$ cat src/rtl/wdt_pkg.sv
package wdt_pkg;

   localparam logic [15:0] KEY_OPEN_1 = 16'hC520;
   localparam logic [15:0] KEY_OPEN_2 = 16'hD928;
   localparam logic [15:0] KEY_SVC_1  = 16'hA602;
   localparam logic [15:0] KEY_SVC_2  = 16'hB480;

   localparam int ADDR_W = 3;
   localparam logic [ADDR_W-1:0] A_CTRL  = 3'd0;
   localparam logic [ADDR_W-1:0] A_TMO_H = 3'd1;
   localparam logic [ADDR_W-1:0] A_TMO_L = 3'd2;
   localparam logic [ADDR_W-1:0] A_WIN_H = 3'd3;
   localparam logic [ADDR_W-1:0] A_WIN_L = 3'd4;
   localparam logic [ADDR_W-1:0] A_PRESC = 3'd5;
   localparam logic [ADDR_W-1:0] A_KEY   = 3'd6;
   localparam logic [ADDR_W-1:0] A_SVC   = 3'd7;

   // control word, bit 12 down to bit 0
   typedef struct packed {
      logic       tst_block;
      logic       tst_en;
      logic [1:0] byte_sel;
      logic       tst_full;
      logic       wait_run;
      logic       stop_run;
      logic       dbg_run;
      logic       allow;
      logic       win_en;
      logic       irq_en;
      logic       clk_sel;
      logic       en;
   } wdt_ctrl_t;

   localparam int CTRL_W = $bits(wdt_ctrl_t);
   localparam logic [CTRL_W-1:0] CTRL_RST = 13'h0011;

   // fields the counter path needs
   typedef struct packed {
      logic       en;
      logic       clk_sel;
      logic       win_en;
      logic       dbg_run;
      logic       stop_run;
      logic       wait_run;
      logic       tst_full;
      logic [1:0] byte_sel;
      logic       tst_en;
      logic       tst_block;
   } wdt_run_t;

endpackage

$ cat src/rtl/wdt_unlock.sv
module wdt_unlock
   import wdt_pkg::*;
#(
   parameter int WIN_LEN = 256
) (
   input  logic        clk,
   input  logic        rst_n,
   input  logic        key_wr,
   input  logic [15:0] key_data,
   output logic        open_o
);
   localparam int WC_W = $clog2(WIN_LEN);

   logic            key1;
   logic            open;
   logic [WC_W-1:0] wcnt;

   always_ff @(posedge clk or negedge rst_n) begin
      if (!rst_n) begin
         key1 <= 1'b0;
         open <= 1'b0;
         wcnt <= '0;
      end else if (open) begin
         if (wcnt == WC_W'(WIN_LEN - 1)) open <= 1'b0;
         else                            wcnt <= wcnt + 1'b1;
      end else if (key_wr) begin
         if (key1 && key_data == KEY_OPEN_2) begin
            open <= 1'b1;
            wcnt <= '0;
            key1 <= 1'b0;
         end else begin
            key1 <= (key_data == KEY_OPEN_1);
         end
      end
   end

   assign open_o = open;

   // the window only opens right after the second key on an armed sequencer
   p_open_after_keys_r1: assert property (@(posedge clk) disable iff (!rst_n)
      $rose(open) |-> $past(key_wr && key_data == KEY_OPEN_2 && key1));

endmodule

$ cat src/rtl/wdt_regs.sv
module wdt_regs
   import wdt_pkg::*;
#(
   parameter int          PRESC_W = 3,
   parameter logic [31:0] TMO_RST = 32'h0000_FFFF
) (
   input  logic               clk,
   input  logic               rst_n,
   input  logic               wr_ok,
   input  logic [ADDR_W-1:0]  addr,
   input  logic [15:0]        wdata,
   output wdt_ctrl_t          ctrl,
   output logic [31:0]        tmo,
   output logic [31:0]        win,
   output logic [PRESC_W-1:0] presc
);

   always_ff @(posedge clk or negedge rst_n) begin
      if (!rst_n) begin
         ctrl  <= wdt_ctrl_t'(CTRL_RST);
         tmo   <= TMO_RST;
         win   <= '0;
         presc <= '0;
      end else if (wr_ok) begin
         case (addr)
            A_CTRL:  ctrl        <= wdt_ctrl_t'(wdata[CTRL_W-1:0]);
            A_TMO_H: tmo[31:16]  <= wdata;
            A_TMO_L: tmo[15:0]   <= wdata;
            A_WIN_H: win[31:16]  <= wdata;
            A_WIN_L: win[15:0]   <= wdata;
            A_PRESC: presc       <= wdata[PRESC_W-1:0];
            default: ;
         endcase
      end
   end

   // without an accepted write the configuration does not move
   p_cfg_hold_r1: assert property (@(posedge clk) disable iff (!rst_n)
      !$past(wr_ok) |-> ($stable(tmo) && $stable(win) && $stable(ctrl) && $stable(presc)));

   // a cleared permission bit can never be set again
   p_allow_sticky_r3: assert property (@(posedge clk) disable iff (!rst_n)
      !ctrl.allow |=> !ctrl.allow);

endmodule

$ cat src/rtl/wdt_count.sv
module wdt_count
   import wdt_pkg::*;
#(
   parameter int PRESC_W   = 3,
   parameter int GRACE_LEN = 128,
   parameter bit HAS_TEST  = 1'b1
) (
   input  logic               clk,
   input  logic               rst_n,
   input  wdt_run_t           cfg,
   input  logic [31:0]        tmo,
   input  logic [31:0]        win,
   input  logic [PRESC_W-1:0] presc,
   input  logic               lp_tick,
   input  logic               dbg,
   input  logic               stop,
   input  logic               waiting,
   input  logic               svc_wr,
   input  logic [15:0]        svc_data,
   output logic [31:0]        cnt,
   output logic               grace,
   output logic               test_act,
   output logic               rst_req
);
   localparam int GC_W   = $clog2(GRACE_LEN);
   localparam int NBYTES = 4;

   logic [PRESC_W-1:0] pcnt;
   logic [GC_W-1:0]    gcnt;
   logic               armed;
   logic               svc_ok, svc_bad, early, fault;
   logic               paused, run, tick, expired, byte_test;
   logic [31:0]        mask, step;

   assign test_act  = cfg.tst_en & ~cfg.tst_block;
   assign byte_test = test_act & ~cfg.tst_full;

   generate
      if (HAS_TEST) begin : g_test
         for (genvar b = 0; b < NBYTES; b++) begin : g_lane
            logic pick;
            logic inc;
            assign pick = ~byte_test | (cfg.byte_sel == 2'(b));
            assign inc  = byte_test ? (cfg.byte_sel == 2'(b)) : (b == 0);
            assign mask[8*b +: 8] = {8{pick}};
            assign step[8*b +: 8] = {7'd0, inc};
         end
      end else begin : g_plain
         assign mask = '1;
         assign step = 32'd1;
      end
   endgenerate

   assign paused  = (dbg & ~cfg.dbg_run) | (stop & ~cfg.stop_run) | (waiting & ~cfg.wait_run);
   assign run     = (cfg.clk_sel | lp_tick) & ~paused;
   assign tick    = run & (pcnt == presc);
   assign expired = (cnt & mask) >= (tmo & mask);

   assign svc_ok  = svc_wr & armed & (svc_data == KEY_SVC_2);
   assign svc_bad = svc_wr & (armed ? (svc_data != KEY_SVC_2) : (svc_data != KEY_SVC_1));
   assign early   = svc_ok & cfg.win_en & (cnt < win);
   assign fault   = svc_bad | early;

   always_ff @(posedge clk or negedge rst_n) begin
      if (!rst_n) begin
         cnt     <= '0;
         pcnt    <= '0;
         gcnt    <= '0;
         grace   <= 1'b0;
         armed   <= 1'b0;
         rst_req <= 1'b0;
      end else begin
         rst_req <= 1'b0;
         if (!cfg.en) begin
            cnt   <= '0;
            pcnt  <= '0;
            gcnt  <= '0;
            grace <= 1'b0;
            armed <= 1'b0;
         end else begin
            if (svc_wr) armed <= ~armed & (svc_data == KEY_SVC_1);
            if (run)    pcnt  <= (pcnt == presc) ? '0 : pcnt + 1'b1;
            if (fault) begin
               cnt     <= '0;
               grace   <= 1'b0;
               gcnt    <= '0;
               rst_req <= 1'b1;
            end else if (svc_ok) begin
               cnt   <= '0;
               grace <= 1'b0;
               gcnt  <= '0;
            end else if (grace) begin
               if (gcnt == GC_W'(GRACE_LEN - 1)) begin
                  rst_req <= 1'b1;
                  grace   <= 1'b0;
                  cnt     <= '0;
               end else begin
                  gcnt <= gcnt + 1'b1;
               end
            end else if (expired) begin
               grace <= 1'b1;
               gcnt  <= '0;
            end else if (tick) begin
               cnt <= cnt + step;
            end
         end
      end
   end

   // every fault is followed by a reset request
   p_fault_rst_r7: assert property (@(posedge clk) disable iff (!rst_n)
      (cfg.en && fault) |=> rst_req);

   // a valid service leaves the counter at zero
   p_refresh_clears_r6: assert property (@(posedge clk) disable iff (!rst_n)
      (cfg.en && svc_ok) |=> (cnt == 32'd0));

   // a paused counter does not move
   p_pause_hold_r10: assert property (@(posedge clk) disable iff (!rst_n)
      (cfg.en && paused && !grace && !svc_ok && !fault) |=> $stable(cnt));

   // a disabled block holds zero and asks for nothing
   p_off_quiet_r12: assert property (@(posedge clk) disable iff (!rst_n)
      !cfg.en |=> (cnt == 32'd0 && !rst_req));

   // the grace period ends only by reset, service or disable
   p_grace_exit_r9: assert property (@(posedge clk) disable iff (!rst_n)
      $fell(grace) |-> (rst_req || $past(svc_ok) || !$past(cfg.en)));

endmodule

$ cat src/rtl/wdt_keyed.sv
module wdt_keyed
   import wdt_pkg::*;
#(
   parameter int          WIN_LEN   = 256,
   parameter int          GRACE_LEN = 128,
   parameter int          PRESC_W   = 3,
   parameter logic [31:0] TMO_RST   = 32'h0000_FFFF,
   parameter bit          HAS_TEST  = 1'b1
) (
   input  logic        clk,
   input  logic        rst_n,
   input  logic        lp_tick_i,
   input  logic        dbg_i,
   input  logic        stop_i,
   input  logic        wait_i,
   input  logic        bus_wr_i,
   input  logic [2:0]  bus_addr_i,
   input  logic [15:0] bus_wdata_i,
   output logic [15:0] bus_rdata_o,
   output logic        irq_o,
   output logic        rst_req_o
);

   generate
      if (WIN_LEN < 2)   begin : g_bad_win   $error("WIN_LEN must be at least 2");   end
      if (GRACE_LEN < 2) begin : g_bad_grace $error("GRACE_LEN must be at least 2"); end
      if (PRESC_W < 1 || PRESC_W > 16) begin : g_bad_presc
         $error("PRESC_W must lie in 1..16");
      end
   endgenerate

   wdt_ctrl_t          ctrl;
   wdt_run_t           run_cfg;
   logic [31:0]        tmo, win, cnt;
   logic [PRESC_W-1:0] presc;
   logic               open, wr_ok, grace, test_act;

   wdt_unlock #(.WIN_LEN(WIN_LEN)) u_unlock (
      .clk      (clk),
      .rst_n    (rst_n),
      .key_wr   (bus_wr_i && bus_addr_i == A_KEY),
      .key_data (bus_wdata_i),
      .open_o   (open)
   );

   assign wr_ok = bus_wr_i & open & ctrl.allow & (bus_addr_i <= A_PRESC);

   wdt_regs #(.PRESC_W(PRESC_W), .TMO_RST(TMO_RST)) u_regs (
      .clk   (clk),
      .rst_n (rst_n),
      .wr_ok (wr_ok),
      .addr  (bus_addr_i),
      .wdata (bus_wdata_i),
      .ctrl  (ctrl),
      .tmo   (tmo),
      .win   (win),
      .presc (presc)
   );

   always_comb begin
      run_cfg.en        = ctrl.en;
      run_cfg.clk_sel   = ctrl.clk_sel;
      run_cfg.win_en    = ctrl.win_en;
      run_cfg.dbg_run   = ctrl.dbg_run;
      run_cfg.stop_run  = ctrl.stop_run;
      run_cfg.wait_run  = ctrl.wait_run;
      run_cfg.tst_full  = ctrl.tst_full;
      run_cfg.byte_sel  = ctrl.byte_sel;
      run_cfg.tst_en    = ctrl.tst_en;
      run_cfg.tst_block = ctrl.tst_block;
   end

   wdt_count #(.PRESC_W(PRESC_W), .GRACE_LEN(GRACE_LEN), .HAS_TEST(HAS_TEST)) u_count (
      .clk      (clk),
      .rst_n    (rst_n),
      .cfg      (run_cfg),
      .tmo      (tmo),
      .win      (win),
      .presc    (presc),
      .lp_tick  (lp_tick_i),
      .dbg      (dbg_i),
      .stop     (stop_i),
      .waiting  (wait_i),
      .svc_wr   (bus_wr_i && bus_addr_i == A_SVC),
      .svc_data (bus_wdata_i),
      .cnt      (cnt),
      .grace    (grace),
      .test_act (test_act),
      .rst_req  (rst_req_o)
   );

   assign irq_o = grace & ctrl.irq_en & ~test_act;

   always_comb begin
      case (bus_addr_i)
         A_CTRL:  bus_rdata_o = 16'(ctrl);
         A_TMO_H: bus_rdata_o = tmo[31:16];
         A_TMO_L: bus_rdata_o = tmo[15:0];
         A_WIN_H: bus_rdata_o = win[31:16];
         A_WIN_L: bus_rdata_o = win[15:0];
         A_PRESC: bus_rdata_o = 16'(presc);
         A_KEY:   bus_rdata_o = cnt[31:16];
         default: bus_rdata_o = cnt[15:0];
      endcase
   end

   // no early warning while the self-test runs
   p_irq_quiet_test_r11: assert property (@(posedge clk) disable iff (!rst_n)
      (ctrl.tst_en && !ctrl.tst_block) |-> !irq_o);

endmodule

$ cat config.mk
export PLATFORM = sky130hd
export DESIGN_NAME = wdt_keyed
export DESIGN_NICKNAME = d
export VERILOG_FILES = /design/src/rtl/wdt_pkg.sv /design/src/rtl/wdt_unlock.sv /design/src/rtl/wdt_regs.sv /design/src/rtl/wdt_count.sv /design/src/rtl/wdt_keyed.sv
export SDC_FILE = /design/constraint.sdc
export NUM_CORES = 1
export LEC_CHECK = 0
export ABC_AREA = 1
export BUFFER_PORTS_ARGS = -buffer_cell sky130_fd_sc_hd__buf_2
export CORE_AREA = 5 5 116 227
export DETAILED_ROUTE_END_ITERATION = 8
export DIE_AREA = 0 0 121 232
export MAX_ROUTING_LAYER = met4
export PLACE_DENSITY_LB_ADDON = 0.08
export SETUP_SLACK_MARGIN = 0.1
export SLEW_MARGIN = 10
export SYNTH_ARGS = -nofsm -noshare
export SYNTH_HDL_FRONTEND = slang
export SYNTH_SLANG_ARGS = --single-unit
$ cat constraint.sdc
create_clock -name clk -period 6.35 [get_ports clk]
set_input_delay 0.635 -clock clk [delete_from_list [all_inputs] [get_ports clk]]
set_output_delay 0.635 -clock clk [all_outputs]
set_load 0.02 [all_outputs]
* Word level (Yosys, flattened, before mapping)
Cells that the tools add are included.
** Storage, ports and cells
- Register bits :: 135
- Output and inout port bits :: 18
- Input port bits :: 26
** Cells by class
- Magnitude comparators :: 3
- $add $sub $neg :: 4
- Multiplexer cells :: 44
- Eq/ne operators :: 27
- Reduce and logical (&&, ||, !) cells :: 17
- Bitwise gates (word level) :: 38
** Operator list (number)
- $mux W32 :: 7
- $pmux W16 S7 :: 1
- $and A32 B32 Y32 :: 2
- $eq A16 B16 Y1 const B :: 4
- $mux W7 :: 6
- $add A32 B25 Y32 :: 1
- $ge A32 B32 Y1 :: 1
- $lt A32 B32 Y1 :: 1
- $mux W8 :: 4
- $ne A16 B16 Y1 const B :: 2
- $mux W1 :: 23
- $and A1 B1 Y1 :: 18
- $reduce_and A2 Y1 :: 8
- $eq A3 B3 Y1 const B :: 4
- $ne A5 B1 Y1 const B :: 2
- $ne A5 B5 Y1 const B :: 2
- $not A1 Y1 :: 10
- $mux W3 :: 3
- $add A8 B1 Y8 const B :: 1
- $eq A8 B8 Y1 const B :: 1
- $or A1 B1 Y1 :: 8
- $add A7 B1 Y7 const B :: 1
- $eq A7 B7 Y1 const B :: 1
- $eq A3 B2 Y1 const B :: 2
- 14 further kinds :: 20

* Depth between registers and ports, before layout
- Depth in word-level cells :: 13
- Gate-level depth with buffers :: 25
- Mapped depth without buffers :: 24

* By module
A second synthesis with hierarchy kept.
** Second synthesis, totals
- Cells, all modules :: 1662
- Area, all modules :: 10916.7 um^2
** Modules (own cells, without submodules)
- wdt_count :: seq. area each 1126.1 um^2, cells each 954, area each 5796.8 um^2, times used 1
- wdt_regs :: seq. area each 2024.4 um^2, cells each 359, area each 3219.3 um^2, times used 1
- wdt_keyed :: seq. area each 0.0 um^2, cells each 256, area each 1224.9 um^2, times used 1
- wdt_unlock :: seq. area each 250.2 um^2, cells each 93, area each 675.6 um^2, times used 1

* Worst setup path before layout
No wires, ideal clock.
- Kind :: register -> register
- From :: register, netlist name u_regs.ctrl[12]
- To :: register u_count.cnt[4]
- Clock period less this slack :: 2.818 ns
- Setup time :: 0.117 ns
- Buffers on the path :: 2
- Required time :: 6.233 ns
- Cell stages (with the launch flop) :: 20
- Setup slack :: 3.532 ns
- Arrival :: 2.701 ns
- Path through :: dfrtp_1 nor2_1 nand2_1 a21oi_1 inv_1 nand2_1 ha_1 a21o_1 nor2_1 nand2_1 nor2_1 nand2_1 nand2_1 nand2_1 nand3_1 nand2_1 buf_2 buf_4 nor2_1 nor2_1
** On the way
- Longest elaborated chain between the ends :: 11
- Elaborated cells on any way between the ends :: 21
** Ends and longest elaborated chain
- $not A1 Y1 * :: RTL line wdt_count.sv:35 : assign test_act = cfg.tst_en & ~cfg.tst_block;
- $and A1 B1 Y1 * :: RTL line wdt_count.sv:35
- $and A1 B1 Y1 * :: RTL line wdt_count.sv:36 : assign byte_test = test_act & ~cfg.tst_full;
- $mux W1 :: RTL line wdt_count.sv:44 : assign inc = byte_test ? (cfg.byte_sel == 2'(b)) : (b == 0);
- $add A32 B25 Y32 :: RTL line wdt_count.sv:104 : cnt <= cnt + step;
- $mux W32 :: RTL line wdt_count.sv:103 : end else if (tick) begin
- $mux W32 :: RTL line wdt_count.sv:100 : end else if (expired) begin
- $mux W32 :: RTL line wdt_count.sv:92 : end else if (grace) begin
- $mux W32 :: RTL line wdt_count.sv:88 : end else if (svc_ok) begin
- $mux W32 :: RTL line wdt_count.sv:83 : if (fault) begin
- $mux W32 :: RTL line wdt_count.sv:74 : if (!cfg.en) begin
- end signal, assigned :: RTL line wdt_count.sv:104
- end, declared :: RTL line wdt_count.sv:20 : output logic [31:0] cnt,
Mark *: on every way between the ends. The rest lies on a longest branch, timed or not. The select of a mux whose other input is x is not followed.
A chain may end at the register's enable or synchronous reset.

* Final worst setup path
- From :: register, netlist name u_regs.ctrl[12]
- To :: register u_count.cnt[24]
** On the way
- Longest elaborated chain between the ends :: 11
- Elaborated cells on any way between the ends :: 24
** Ends and longest elaborated chain (RTL line)
- $not A1 Y1 * :: wdt_count.sv:35
- $and A1 B1 Y1 * :: wdt_count.sv:35
- $and A1 B1 Y1 * :: wdt_count.sv:36
- $mux W1 :: wdt_count.sv:44
- $add A32 B25 Y32 :: wdt_count.sv:104
- $mux W32 :: wdt_count.sv:103
- $mux W32 :: wdt_count.sv:100
- $mux W32 :: wdt_count.sv:92
- $mux W32 :: wdt_count.sv:88
- $mux W32 :: wdt_count.sv:83
- $mux W32 :: wdt_count.sv:74
Marked as above.

==> results by stage <==
Outcome:
- The flow ran to the end, and the final reports show no timing, DRC or antenna violations.

Route:
- The DRC violation count after routing is 0.
- For this block, the initial DRC count from the detailed router was around 700.
- The number of optimization iterations in the first detailed-route pass is 6.
- The ratio of routed vias to standard cells is 5.37.
- The overall via count from detail_route is 9,303.
- The remaining antenna violation count after routing is 0.
- The routed length per instance is 20.3 µm.
- For this block, the routed nets add up to about 35,000 µm of wire.

Setup path:
- The startpoint identified for the worst register-to-register timing path is u_regs.ctrl[12]$_DFFE_PN0P_.
- The biggest cell delay along the critical path is 0.59 ns.
- The family with the most delay on the worst path is simple AND/OR/NAND/NOR gates.
- Data on the critical path arrives at its endpoint at 4.12 ns.
- The kind of start point of the critical path is a flip-flop.
- The worst setup path is captured at a flip-flop.
- The critical path goes through nor2_1 > nand2_1 > a21oi_1 > inv_1 > nand2_1 > ha_1 > a21oi_1 > nor2_1 > nor2_1 > nand2_1 > nor2_1 > nand2_1 > nand2_1 > nand2_1 > nand2_1 > nand3_1 > nand2_1.
- The depth of the critical timing path with buffers and inverters included is 17.
- The number of cells on the worst reg-to-reg path is 17.
- Across all register-to-register paths, the minimum setup slack is 2.61 ns.
- The cell repeated most along the worst path is sky130_fd_sc_hd__nand2_1.
- The count of buffer and inverter cells on the critical path is 1.
- The path type of the worst setup path is flip-flop to flip-flop.
- The data required time of the critical path is 6.73 ns.
- The endpoint identified for the worst register-to-register timing path is u_count.cnt[24]$_DFFE_PN0P_.
- The cell at the slowest stage of the critical path is sky130_fd_sc_hd__a21oi_1.
- Of all nets on the critical path, the largest fanout is 17.

Synthesis:
- In the synthesized netlist the async set-or-reset flop fraction comes to 100%.
- Yosys attributes the largest share of cell area to sky130_fd_sc_hd__dfrtp_1 31%, sky130_fd_sc_hd__nand2_1 14%, sky130_fd_sc_hd__ha_1 9.4%.
- The biggest area contributor in the post-synthesis netlist is sky130_fd_sc_hd__dfrtp_1.
- Synthesis handed over a netlist of 1,358 instances.
- The count of synthesis-stage warnings from yosys is 0.
- By count the netlist is led by 367 x sky130_fd_sc_hd__nand2_1, 176 x sky130_fd_sc_hd__inv_1, 151 x sky130_fd_sc_hd__nor2_1.
- The most used flip-flop cell after synthesis is sky130_fd_sc_hd__dfrtp_1.
- The number of synthesized flops with an enable pin is 0.
- The most common cell in the synthesized netlist is sky130_fd_sc_hd__nand2_1.
- The synthesized design contains 135 register bits.
- Summed over its instances, the top area cell type makes up 30.6% of the synthesized netlist area.
- A synthesized cell averages 7.04 µm².
- The cell area after synthesis is 9570 µm².
- The sequential element share of the synthesized area is 35.5%.
- The count of different cell masters after synthesis is 47.
- The post-synth net total is 1,456.

Placed design:
- OpenSTA, run right after detailed placement, puts the worst setup slack at 2.66 ns.
- During placement, the flow inserted port buffers numbering 43.
- Summing all placed instances gives a cell area of 10,000 µm².
- The post-detailed-placement half-perimeter wirelength is 27,500 µm.
- Routability-driven placement finished with a final weighted congestion of 0.933.

Global routing:
- In the global route stage, overall resource usage came out at 26.6%.
- The largest net degree at the start of global routing is 86.
- The met3 usage is 3.44%.
- The layer carrying the most global-route usage is met2.
- The total congestion overflow is 0.
- For this run, global-route usage on met1 was measured as 28.2%.
- The number of global-route vias before repair came to approximately 9,400.
- The first global-routing pass estimated roughly 54,000 µm of wire.
- The met2 demand-to-capacity share in global routing is 48.3%.
- The number of antenna violations at the first check in global routing is 0.

Floorplanning:
- The core area is 24,400 µm².
- The top-level I/O count is 44.
- The total number of placement rows is 81.
- The floorplan step defined a die boundary enclosing 28,100 µm².
- The die extent in y is approximately 230 µm.
- The floorplan step set the die width to 121 µm.
- The initial standard-cell utilization of the core is 39.2%.

Timing:
- Subtracting the final worst setup slack from the clock period gives ~3.7 ns.
- Headroom to the max-slew limit came out at 24.8%.
- The final hold violation count is 0.
- The max-slew violation count was 0.
- The ratio of final minimum period to clock period is ~59%.
- Setup repair after global routing left no endpoint under its margin.
- The slew at the pin closest to its max-slew limit is 1.13 ns.
- The worst path meets setup with 2.61 ns of slack.
- The final sum of negative setup slack is 0 ns.
- The total setup violations reported at the end of the flow is 0.
- The maximum clock skew at final layout is about 0.010 ns.
- The upper clock frequency limit is 0.267 GHz.
- The final hold slack is 0.215 ns.

Final layout:
- Summing all multi-input logic gate instances after layout gives ~5300 µm².
- After routing the design area is 10,700 µm².
- The share of cells above drive strength 1 is slightly above 8%.
- The layout filler cell count is 2,612.
- In the final layout, flip-flops and latches occupy 3400 µm².
- The count of inserted antenna diode cells is 0.
- The final layout net count is 1,485.
- Relative to the synthesized area, the layout overhead comes to 11.6%.

Clock network:
- After clock tree synthesis, the repair step resized 0 gates.
- The number of hold buffers added after CTS was 0.
- The maximum clock path buffer count is 2.
- The CTS tree is yes.
- The count of buffers added by post-CTS timing repair for setup is 0.
- At the later pin of the worst-skew pair, clock insertion delay measures 0.45 ns.
- The tree is rooted in a sky130_fd_sc_hd__clkbuf_16.
- The clock slew at the register clock pins of the worst setup and hold paths is 0.06 ns.
- The TritonCTS sink count is 135.
- The H-tree was split into 4 levels.
- The number of clock buffers added by TritonCTS is 17.

Power:
- The worst vdd rail ir drop is roughly 0.24 mV.
- The overall power consumption is 3.22 mW.
- The total power divided by cell area is 302 nW/µm².
- Summed over all cells, the static leakage comes to 5.29 nW.

Hold path:
- The worst hold path belongs to the class input port to async pin.

Run:
- The max capacitance violation total is 0.
## worst max path at each step
stage / from / end / slack [ns]
after detailed placement: u_regs.ctrl[12]$_DFFE_PN0P_ / u_count.cnt[20]$_DFFE_PN0P_ / 2.66
after floorplan: u_regs.ctrl[12]$_DFFE_PN0P_ / u_count.cnt[4]$_DFFE_PN0P_ / 3.53
after global routing: u_regs.ctrl[11]$_DFFE_PN0P_ / u_count.cnt[18]$_DFFE_PN0P_ / 2.21
after CTS: u_regs.ctrl[12]$_DFFE_PN0P_ / u_count.cnt[20]$_DFFE_PN0P_ / 2.64
final: u_regs.ctrl[12]$_DFFE_PN0P_ / u_count.cnt[24]$_DFFE_PN0P_ / 2.61
after global placement: u_regs.ctrl[12]$_DFFE_PN0P_ / u_count.cnt[24]$_DFFE_PN0P_ / 2.73
## worst reg2reg max path, cell delays in order, from the launching register on
cell and delay (ns):
sky130_fd_sc_hd__dfrtp_1 0.38, sky130_fd_sc_hd__nor2_1 0.14, sky130_fd_sc_hd__nand2_1 0.18, sky130_fd_sc_hd__a21oi_1 0.60
sky130_fd_sc_hd__inv_1 0.30, sky130_fd_sc_hd__nand2_1 0.14, sky130_fd_sc_hd__ha_1 0.25, sky130_fd_sc_hd__a21oi_1 0.13
sky130_fd_sc_hd__nor2_1 0.05, sky130_fd_sc_hd__nor2_1 0.11, sky130_fd_sc_hd__nand2_1 0.11, sky130_fd_sc_hd__nor2_1 0.16
sky130_fd_sc_hd__nand2_1 0.13, sky130_fd_sc_hd__nand2_1 0.08, sky130_fd_sc_hd__nand2_1 0.05, sky130_fd_sc_hd__nand2_1 0.54
sky130_fd_sc_hd__nand3_1 0.21, sky130_fd_sc_hd__nand2_1 0.13
## metal layers
metal / routed length (µm) / vias to the layer above
met5: 0 / -
met4: 1520 / 0
met3: 1080 / 88
met2: 19200 / 238
met1: 13300 / 4456
li1: - / 4521
## sequential cells by signal, summed over array words and instances (netlist names)
register,count
u_regs.ctrl,13
u_count.gcnt,7
u_count.pcnt,3
u_unlock.wcnt,8
u_count.rst_req,1
u_unlock.key1,1
u_count.armed,1
u_regs.presc,3
u_count.cnt,32
u_regs.win,32
u_unlock.open_o,1
u_count.grace,1
u_regs.tmo,32
## placed cells by master, fill, tap and decap left out, types with 3 or more instances in the layout
cell	synthesis	routed
sky130_fd_sc_hd__nand2_1	367	367
sky130_fd_sc_hd__dfrtp_1	117	117
sky130_fd_sc_hd__nor2_4	3	3
sky130_fd_sc_hd__inv_1	176	176
sky130_fd_sc_hd__o21a_1	4	4
sky130_fd_sc_hd__ha_1	72	72
sky130_fd_sc_hd__bufinv_16	0	4
sky130_fd_sc_hd__nor3_1	24	24
sky130_fd_sc_hd__buf_2	8	42
sky130_fd_sc_hd__clkbuf_16	0	17
sky130_fd_sc_hd__nor2_1	151	151
sky130_fd_sc_hd__o2111ai_1	3	3
sky130_fd_sc_hd__o21ai_0	104	104
sky130_fd_sc_hd__nor3_2	3	3
sky130_fd_sc_hd__nand3_1	88	88
sky130_fd_sc_hd__a21oi_1	64	64
sky130_fd_sc_hd__o211ai_1	14	14
sky130_fd_sc_hd__nor4_1	5	5
sky130_fd_sc_hd__nand3b_1	3	3
sky130_fd_sc_hd__xor2_1	19	19
sky130_fd_sc_hd__a221oi_1	14	14
sky130_fd_sc_hd__dfstp_2	18	18
sky130_fd_sc_hd__a21o_1	3	3
sky130_fd_sc_hd__o22ai_1	19	19
sky130_fd_sc_hd__nand4_1	19	19
sky130_fd_sc_hd__clkinv_2	0	3
sky130_fd_sc_hd__buf_4	8	9
## per-stage QoR
stage | util [%] | cells
CTS | 43.7 | 1732
floorplan | - | 1358
global route | 43.7 | 1732
detailed placement | 41.1 | 1700
global placement | 41.1 | 1700
finish | 43.7 | 1732
## cell type report
cell class / instances / area share [%]
Tap cell: 332 / 3.89
Clock inverter: 11 / 1.58
Sequential cell: 135 / 31.9
Multi-Input combinational cell: 1003 / 49.4
Timing Repair Buffer: 52 / 2.71
Clock buffer: 21 / 4.31
Inverter: 178 / 6.26
## logic make-up (layout without fill, tap and decap cells)
kind of cell	after synthesis	after routing	synth area share [%]
compound gates	239	239	14.4
xor+xnor	21	21	1.92
simple gates	671	671	29.4
buf+inv	220	262	9.36
fa+ha+maj	72	72	9.42
flops	135	135	35.5
## power by group
| group | internal [mW] | total [mW] | switching [mW] |
|---|---|---|---|
| Sequential | 1.02 | 1.16 | 0.144 |
| Combinational | 0.287 | 0.972 | 0.685 |
| Clock | 0.679 | 1.09 | 0.412 |
| Total | 1.98 | 3.22 | 1.24 |
No activity file was read; power rests on OpenSTA's default activity.
